<file path="config.mk">
export PLATFORM = sky130hd
export DESIGN_NAME = i2cee_slave
export DESIGN_NICKNAME = d
export VERILOG_FILES = /design/src/rtl/i2cee_pkg.sv /design/src/rtl/i2cee_pin_track.sv /design/src/rtl/i2cee_image_rom.sv /design/src/rtl/i2cee_fsm.sv /design/src/rtl/i2cee_slave.sv
export SDC_FILE = /design/constraint.sdc
export NUM_CORES = 1
export LEC_CHECK = 0
export ABC_AREA = 0
export BUFFER_PORTS_ARGS = -buffer_cell sky130_fd_sc_hd__buf_2
export CORE_MARGIN = 3
export CORE_UTILIZATION = 53
export CTS_BUF_LIST = sky130_fd_sc_hd__clkbuf_8
export CTS_CLUSTER_SIZE = 25
export DETAILED_ROUTE_END_ITERATION = 12
export GPL_TIMING_DRIVEN = 0
export PLACE_DENSITY = 0.7
export SYNTH_ARGS = -nofsm -noshare
export SYNTH_HDL_FRONTEND = slang
export SYNTH_HIERARCHICAL = 1
export SYNTH_SLANG_ARGS = --single-unit
</file>
<file path="constraint.sdc">
create_clock -name clk -period 6.21 [get_ports clk]
set_clock_uncertainty 0.05 [all_clocks]
set_input_delay 0.621 -clock clk [delete_from_list [all_inputs] [get_ports clk]]
set_output_delay 0.621 -clock clk [all_outputs]
set_load 0.05 [all_outputs]
</file>
<file path="src/rtl/i2cee_pkg.sv">
package i2cee_pkg;

    localparam int CMD_BITS = 8;

    typedef enum logic [1:0] {
        ST_IDLE = 2'd0,
        ST_CMD  = 2'd1,
        ST_ADDR = 2'd2
    } phase_e;

    typedef enum logic [2:0] {
        EV_NONE      = 3'd0,
        EV_START     = 3'd1,
        EV_STOP      = 3'd2,
        EV_RISE      = 3'd3,
        EV_RISE_SKEW = 3'd4,
        EV_OTHER     = 3'd5
    } pin_ev_e;

endpackage

</file>
<file path="src/rtl/i2cee_pin_track.sv">
module i2cee_pin_track
    import i2cee_pkg::*;
(
    input  logic    clk,
    input  logic    rst_n,
    input  logic    vld,
    input  logic    scl_i,
    input  logic    sda_i,
    input  logic    sda_next,
    output pin_ev_e ev,
    output logic    sda_q
);

    logic scl_q;

    // stored line levels, updated on every strobe
    always_ff @(posedge clk) begin
        if (!rst_n) begin
            scl_q <= 1'b1;
            sda_q <= 1'b1;
        end else if (vld) begin
            scl_q <= scl_i;
            sda_q <= sda_next;
        end
    end

    // classify the new sample against the stored one
    always_comb begin
        ev = EV_NONE;
        if (vld) begin
            if (scl_q && scl_i && (sda_q != sda_i)) begin
                ev = sda_i ? EV_STOP : EV_START;
            end else if (!scl_q && scl_i) begin
                ev = (sda_q == sda_i) ? EV_RISE : EV_RISE_SKEW;
            end else begin
                ev = EV_OTHER;
            end
        end
    end

endmodule

</file>
<file path="src/rtl/i2cee_image_rom.sv">
module i2cee_image_rom #(
    parameter int             AW   = 8,
    parameter int             DW   = 8,
    parameter logic [DW-1:0]  SEED = 8'h5A,
    parameter logic [DW-1:0]  STEP = 8'h1D,
    parameter bit             MIX  = 1'b1
) (
    input  logic [AW-1:0] addr,
    output logic [DW-1:0] data
);

    localparam int HALF = AW / 2;

    logic [DW-1:0] base;
    assign base = DW'(addr) * STEP + SEED;

    generate
        if (MIX) begin : g_mix
            logic [AW-1:0] swapped;
            assign swapped = {addr[HALF-1:0], addr[AW-1:HALF]};
            assign data    = base ^ DW'(swapped);
        end else begin : g_plain
            assign data = base;
        end
    endgenerate

endmodule

</file>
<file path="src/rtl/i2cee_fsm.sv">
module i2cee_fsm
    import i2cee_pkg::*;
#(
    parameter int AW    = 8,
    parameter int DW    = 8,
    parameter int IDX_W = 3
) (
    input  logic             clk,
    input  logic             rst_n,
    input  pin_ev_e          ev,
    input  logic             sda_i,
    input  logic [DW-1:0]    rom_data,
    output logic [AW-1:0]    rom_addr,
    output logic             sda_next,
    output phase_e           phase_q,
    output logic [IDX_W-1:0] idx_q,
    output logic [CMD_BITS-1:0] cmd_q,
    output logic             ack_q
);

    localparam logic [IDX_W-1:0] CMD_LAST  = IDX_W'(CMD_BITS - 1);
    localparam logic [IDX_W-1:0] ADDR_LAST = IDX_W'(AW - 1);

    phase_e              phase_d;
    logic [IDX_W-1:0]    idx_d;
    logic [CMD_BITS-1:0] cmd_d;
    logic [AW-1:0]       addr_q, addr_d;
    logic [DW-1:0]       data_q, data_d;
    logic                ack_d;
    logic                rise_any;

    assign rise_any = (ev == EV_RISE) || (ev == EV_RISE_SKEW);
    assign rom_addr = {addr_q[AW-2:0], sda_i};

    // state register
    always_ff @(posedge clk) begin
        if (!rst_n) begin
            phase_q <= ST_IDLE;
            idx_q   <= '0;
            cmd_q   <= '0;
            addr_q  <= '0;
            data_q  <= '0;
            ack_q   <= 1'b0;
        end else begin
            phase_q <= phase_d;
            idx_q   <= idx_d;
            cmd_q   <= cmd_d;
            addr_q  <= addr_d;
            data_q  <= data_d;
            ack_q   <= ack_d;
        end
    end

    // next state and forced data level
    always_comb begin
        phase_d  = phase_q;
        idx_d    = idx_q;
        cmd_d    = cmd_q;
        addr_d   = addr_q;
        data_d   = data_q;
        ack_d    = ack_q;
        sda_next = sda_i;

        if (ev == EV_START) begin
            phase_d = ST_CMD;
            idx_d   = '0;
            cmd_d   = '0;
        end else if (rise_any && ((phase_q != ST_IDLE) || ack_q)) begin
            if (ack_q) begin
                sda_next = 1'b0;
                ack_d    = 1'b0;
            end else if (ev == EV_RISE) begin
                unique case (phase_q)
                    ST_CMD: begin
                        cmd_d = {cmd_q[CMD_BITS-2:0], sda_i};
                        if (idx_q == CMD_LAST) begin
                            phase_d = ST_ADDR;
                            idx_d   = '0;
                            ack_d   = 1'b1;
                        end else begin
                            idx_d = idx_q + 1'b1;
                        end
                    end
                    ST_ADDR: begin
                        if (cmd_q[0]) begin
                            sda_next = data_q[DW-1];
                        end
                        addr_d = rom_addr;
                        data_d = {data_q[DW-2:0], 1'b0};
                        if (idx_q == ADDR_LAST) begin
                            data_d  = rom_data;
                            ack_d   = 1'b1;
                            phase_d = ST_IDLE;
                            idx_d   = '0;
                        end else begin
                            idx_d = idx_q + 1'b1;
                        end
                    end
                    default: begin
                    end
                endcase
            end
        end
    end

endmodule

</file>
<file path="src/rtl/i2cee_slave.sv">
module i2cee_slave
    import i2cee_pkg::*;
#(
    parameter int             AW       = 8,
    parameter int             DW       = 8,
    parameter logic [DW-1:0]  IMG_SEED = 8'h5A,
    parameter logic [DW-1:0]  IMG_STEP = 8'h1D,
    parameter bit             IMG_MIX  = 1'b1
) (
    input  logic clk,
    input  logic rst_n,
    input  logic pin_vld,
    input  logic pin_scl,
    input  logic pin_sda,
    output logic sda_rd
);

    localparam int SPAN  = (CMD_BITS > AW) ? CMD_BITS : AW;
    localparam int IDX_W = $clog2(SPAN);

    pin_ev_e             ev_w;
    phase_e              phase_w;
    logic [IDX_W-1:0]    idx_w;
    logic [CMD_BITS-1:0] cmd_w;
    logic                ack_w;
    logic                sda_next_w;
    logic [AW-1:0]       rom_addr_w;
    logic [DW-1:0]       rom_data_w;

    i2cee_pin_track u_pins (
        .clk      (clk),
        .rst_n    (rst_n),
        .vld      (pin_vld),
        .scl_i    (pin_scl),
        .sda_i    (pin_sda),
        .sda_next (sda_next_w),
        .ev       (ev_w),
        .sda_q    (sda_rd)
    );

    i2cee_image_rom #(
        .AW   (AW),
        .DW   (DW),
        .SEED (IMG_SEED),
        .STEP (IMG_STEP),
        .MIX  (IMG_MIX)
    ) u_rom (
        .addr (rom_addr_w),
        .data (rom_data_w)
    );

    i2cee_fsm #(
        .AW    (AW),
        .DW    (DW),
        .IDX_W (IDX_W)
    ) u_fsm (
        .clk      (clk),
        .rst_n    (rst_n),
        .ev       (ev_w),
        .sda_i    (pin_sda),
        .rom_data (rom_data_w),
        .rom_addr (rom_addr_w),
        .sda_next (sda_next_w),
        .phase_q  (phase_w),
        .idx_q    (idx_w),
        .cmd_q    (cmd_w),
        .ack_q    (ack_w)
    );

endmodule

</file>
# After elaboration in Yosys (flattened, before gate mapping)
# Index checks and enable logic that the tools add are counted.
[word_totals]
register_bits = 24
inputBits = 5
output_inout_bits = 1
wordCells = 73
[classes]
addsub = 2
n_mul = 1
eq_ne = 13
n_mux = 24
bitwise_logic = 4
reduce_logical = 20
[ops]
columns = ["cell", "n"]
rows = [
  ["3-bit two-way mux", 5],
  ["1-bit two-way mux", 14],
  ["6-bit AND reduction", 2],
  ["8-bit by 7-bit adder with 8-bit output (second input constant)", 1],
  ["8-bit by 5-bit multiplier with 8-bit output (second input constant)", 1],
  ["8-bit two-way mux", 1],
  ["4-bit AND reduction", 2],
  ["2-bit nonzero test", 4],
  ["8-bit XOR", 1],
  ["3-bit equality test (second input constant)", 2],
  ["2-bit two-way mux", 3],
  ["3-bit by 1-bit != test with 1-bit output (second input constant)", 2],
  ["5-bit AND reduction", 1],
  ["1-bit logical AND", 4],
  ["2-bit by 1-bit != test with 1-bit output (second input constant)", 2],
  ["2-bit case mux with 2 select lines", 1],
  ["2-bit OR reduction", 2],
  ["3-bit by 1-bit adder with 3-bit output (second input constant)", 1],
  ["3-bit by 1-bit equality test with 1-bit output (second input constant)", 1],
  ["3-bit by 2-bit equality test with 1-bit output (second input constant)", 1],
  ["1-bit inverter", 3],
  ["3-bit nonzero test", 1],
  ["2-bit by 1-bit equality test with 1-bit output (second input constant)", 1],
  ["2-bit equality test (second input constant)", 1],
  ["6 further kinds", 7],
]

# Logic depth before layout (Yosys ltp)
[depth]
ltp_word = 10
ltp_mapped = 15
depth_no_buf = 14

# Hierarchy
# The synthesis kept the hierarchy.
[by_module_without_submodules]
columns = ["mod", "n_inst", "cells_per_inst", "area_per_inst_um2", "seq_area_each_um2"]
rows = [
  ["i2cee_fsm", 1, 140, 1416.4, 580.6],
  ["i2cee_image_rom", 1, 55, 559.3, 0.0],
  ["i2cee_pin_track", 1, 15, 133.9, 40.0],
]

# Worst setup path before layout
# OpenSTA, ideal clock, no wires.
[synth_path]
kind = "register to register"
start = "register u_fsm.addr_q[0]"
end = "register u_fsm.data_q[7]"
setup_time_ns = 0.116
arrival_ns = 3.442
required_time_ns = 6.044
setup_slack_ns = 2.602
path_stages_with_launch = 15
path_buffers = 0
synth_period_minus_slack_ns = 3.608
cell_sequence = "dfxtp_1 > inv_1 > fa_1 > inv_1 > fa_1 > inv_1 > fa_1 > inv_1 > ha_1 > a21o_1 > a21oi_1 > xnor3_1 > mux2i_1 > nand3_1 > o211a_1"
[synth_via]
elab_chain_len = 4
[synth_lines]
columns = ["item", "line_no", "text"]
rows = [
  ["from (decl)", "i2cee_fsm.sv:27", "logic [AW-1:0] addr_q, addr_d;"],
  ["from (signal assigned)", "i2cee_fsm.sv:48", "addr_q <= addr_d;"],
  ["8-bit by 5-bit multiplier with 8-bit output", "i2cee_image_rom.sv:15", "assign base = DW'(addr) * STEP + SEED;"],
  ["8-bit by 7-bit adder with 8-bit output", "i2cee_image_rom.sv:15", ""],
  ["8-bit XOR", "i2cee_image_rom.sv:21", "assign data = base ^ DW'(swapped);"],
  ["named net rom_data_w[7]", "i2cee_slave.sv:28", "logic [DW-1:0] rom_data_w;"],
  ["8-bit two-way mux", "i2cee_fsm.sv:90", "if (idx_q == ADDR_LAST) begin"],
  ["to (signal assigned)", "i2cee_fsm.sv:49", "data_q <= data_d;"],
  ["to (decl)", "i2cee_fsm.sv:28", "logic [DW-1:0] data_q, data_d;"],
]
# The timed path passes the listed nets, and every way through them passes these cells.
# A chain may end at the register's enable or synchronous reset.

# Worst setup path after layout
# Same ends and word-level chain as after synthesis.

==> flow_metrics.py <==
metrics = {
    "power": {
        "vdd_drop_max_mv": 0.0990,
        "power_density_mw_per_mm2": 149,
        "p_leak_nw": 0.914,
        "finalPower_mw": 0.297,
    },
    "sta": {
        "fmax_ghz": 0.257,
        "rsz0062_at_grt": "no",
        "slew_headroom_pct": 44.7,
        "tightestPinTransition_ps": 823,
        "finalSetupTns_ps": 0,
        "period_minus_slack_ps": 3900,
        "hold_slack_ps": 417,
        "setup_slack_ps": 2310,
        "hold_viol": 0,
        "drv_slew": 0,
        "timing.final.crit_share_pct": 62.8,
        "setup_viol": 0,
    },
    "critical_path": {
        "critPathMaxStageDelay_ps": 590,
        "crit_top_cell": "inv_1",
        "crit_type": "reg -> reg",
        "critPathRequiredTime_ps": 6320,
        "cp_slowest_cell": "dfxtp_1",
        "cp.arrival_ps": 4010,
        "cp_top_family": "adder cells",
        "startpoint": "u_fsm/addr_q[0]",
        "crit_buf_inv": 4,
        "r2r_cells": 14,
        "path_depth": 14,
        "cp-start-kind": "flop",
        "crit_chain": "inv_1 > fa_1 > inv_1 > fa_1 > inv_1 > fa_1 > inv_1 > ha_1 > a21o_1 > a21oi_1 > xnor3_1 > mux2i_1 > nand3_1 > o211a_1",
        "critPathCaptureType": "flop",
        "r2r_start": "u_fsm/addr_q[0]",
        "crit_fanout": 8,
    },
    "route": {
        "drtPass1Iterations": 4,
        "drtIter0Drc": 82,
        "drc": 0,
        "final_antenna_net_count": 0,
        "wl_mm": 3.48,
        "vias_per_cell": 5.43,
        "vias": 1314,
        "avgRoutedWirePerCell_um": 14.4,
    },
    "cells_and_area": {
        "final_common_cell": "dfxtp_1",
        "syn_to_final_growth_pct": 7.25,
        "fillCellCount": 304,
        "drive_above_1_share_pct": 10.1,
        "diodes": 0,
        "final_cell_mix": "dfxtp_1 (24), ha_1 (22), mux2i_1 (18), inv_1 (14), nand3_1 (14)",
        "finalNonFillerCells": 242,
        "final_nets": 232,
        "fin_util_pct": 62.4,
        "design_area_mm2": 0.00200,
    },
    "logic_synthesis": {
        "syn_area_mm2": 0.00186,
        "synth_nets": 222,
        "synth_area_per_cell_um2": 9.86,
        "yosys_warnings": 6,
        "synthCells": 189,
    },
    "place": {
        "gp_congestion": 0.773,
        "placedCellCount": 238,
        "dpl.hpwl_mm": 2.71,
        "io_buffer_count": 5,
        "dpl_worst_slack_ps": 2310,
        "postPlaceCellArea_mm2": 0.00194,
    },
    "min_path": {
        "hp-class": "reg -> reg",
        "hold_depth": 2,
        "holdCritStartpoint": "u_fsm/data_q[0]",
    },
    "clock_network": {
        "clock_sinks": 24,
        "ctsHtreeMaxLevel": 1,
        "clkLatencyLatePin_ps": 270,
        "numCtsBuffers": 3,
        "root_buffer": "clkbuf_8",
        "cts_hold_buf": 0,
        "clk_pin_slew_ps": 80,
        "cts_setup_buffers": 0,
        "tritoncts": "done",
        "cts_resized": 0,
        "cts.path.max_buffers": 2,
    },
    "global_route": {
        "grtUsageTotal_pct": 18.4,
        "grt_pass1_vias": 1388,
        "grt_use_met2_pct": 30.1,
        "grt-ovfl-total": 0,
        "met1_usage_pct": 24.7,
        "grt_max_degree": 14,
        "antenna_found_initial": 0,
        "grt_pass1_wl_mm": 6.21,
        "grt_util_met3_pct": 4.27,
        "grt.busiest_layer": "met2",
    },
    "die": {
        "rows": 20,
        "die_x_um": 65.3,
        "dieArea_mm2": 0.00427,
        "ios": 6,
        "start_util_pct": 58.2,
        "dieHeight_um": 65.3,
        "core_mm2": 0.00320,
    },
    "flow_run": {
        "maxCapViolCount": 0,
    },
    "outcome": {
        "run_status": "finished, final reports clean",
    },
}
[layer usage]
layer | vias up | routed length, um
met4 | 0 | 11
li1 | 678 | -
met5 | - | 0
met1 | 621 | 1760
met3 | 2 | 90
met2 | 13 | 1620
[state kept, by name, summed over array words and instances, names as in the netlist]
name,cells
u_fsm/addr_q,7
u_fsm/data_q,8
u_pins/sda_q,1
u_pins/scl_q,1
u_fsm/cmd_q,1
u_fsm/phase_q,2
u_fsm/idx_q,3
u_fsm/ack_q,1
[tightest hold or removal path: cells and delay by family (launching register included)]
| family | cells | cell delay [ps] |
|---|---|---|
| DFF | 1 | 320 |
| and+or+nand+nor | 1 | 50 |
| muxes | 1 | 50 |
[final timing paths]
check | endpoint | slack, ps
hold / removal | u_fsm/data_q[0] | 420
hold reg to reg | u_fsm/data_q[0] | 420
setup / recovery | u_fsm/data_q[7] | 2310
setup reg to reg | u_fsm/data_q[7] | 2310
[layout make-up]
cell class                      instances  area [um^2]  share of cell area, %
Inverter                               14         52.6                   2.63
Clock buffer                            4         55.1                   2.75
Buffer                                 11         80.1                   4.01
Timing Repair Buffer                    5         25.0                   1.25
Tap cell                               44         55.1                   2.75
Sequential cell                        24          480                   24.0
Multi-Input combinational cell        140         1250                   62.6
[where the power goes]
| group | total (mW) | internal [mW] | switching (mW) |
|---|---|---|---|
| registers | 0.157 | 0.155 | 0.00149 |
| logic | 0.0353 | 0.0148 | 0.0205 |
| clock network | 0.105 | 0.0566 | 0.0486 |
| total | 0.297 | 0.226 | 0.0705 |
Note: power is estimated with default switching activity, not from simulation.
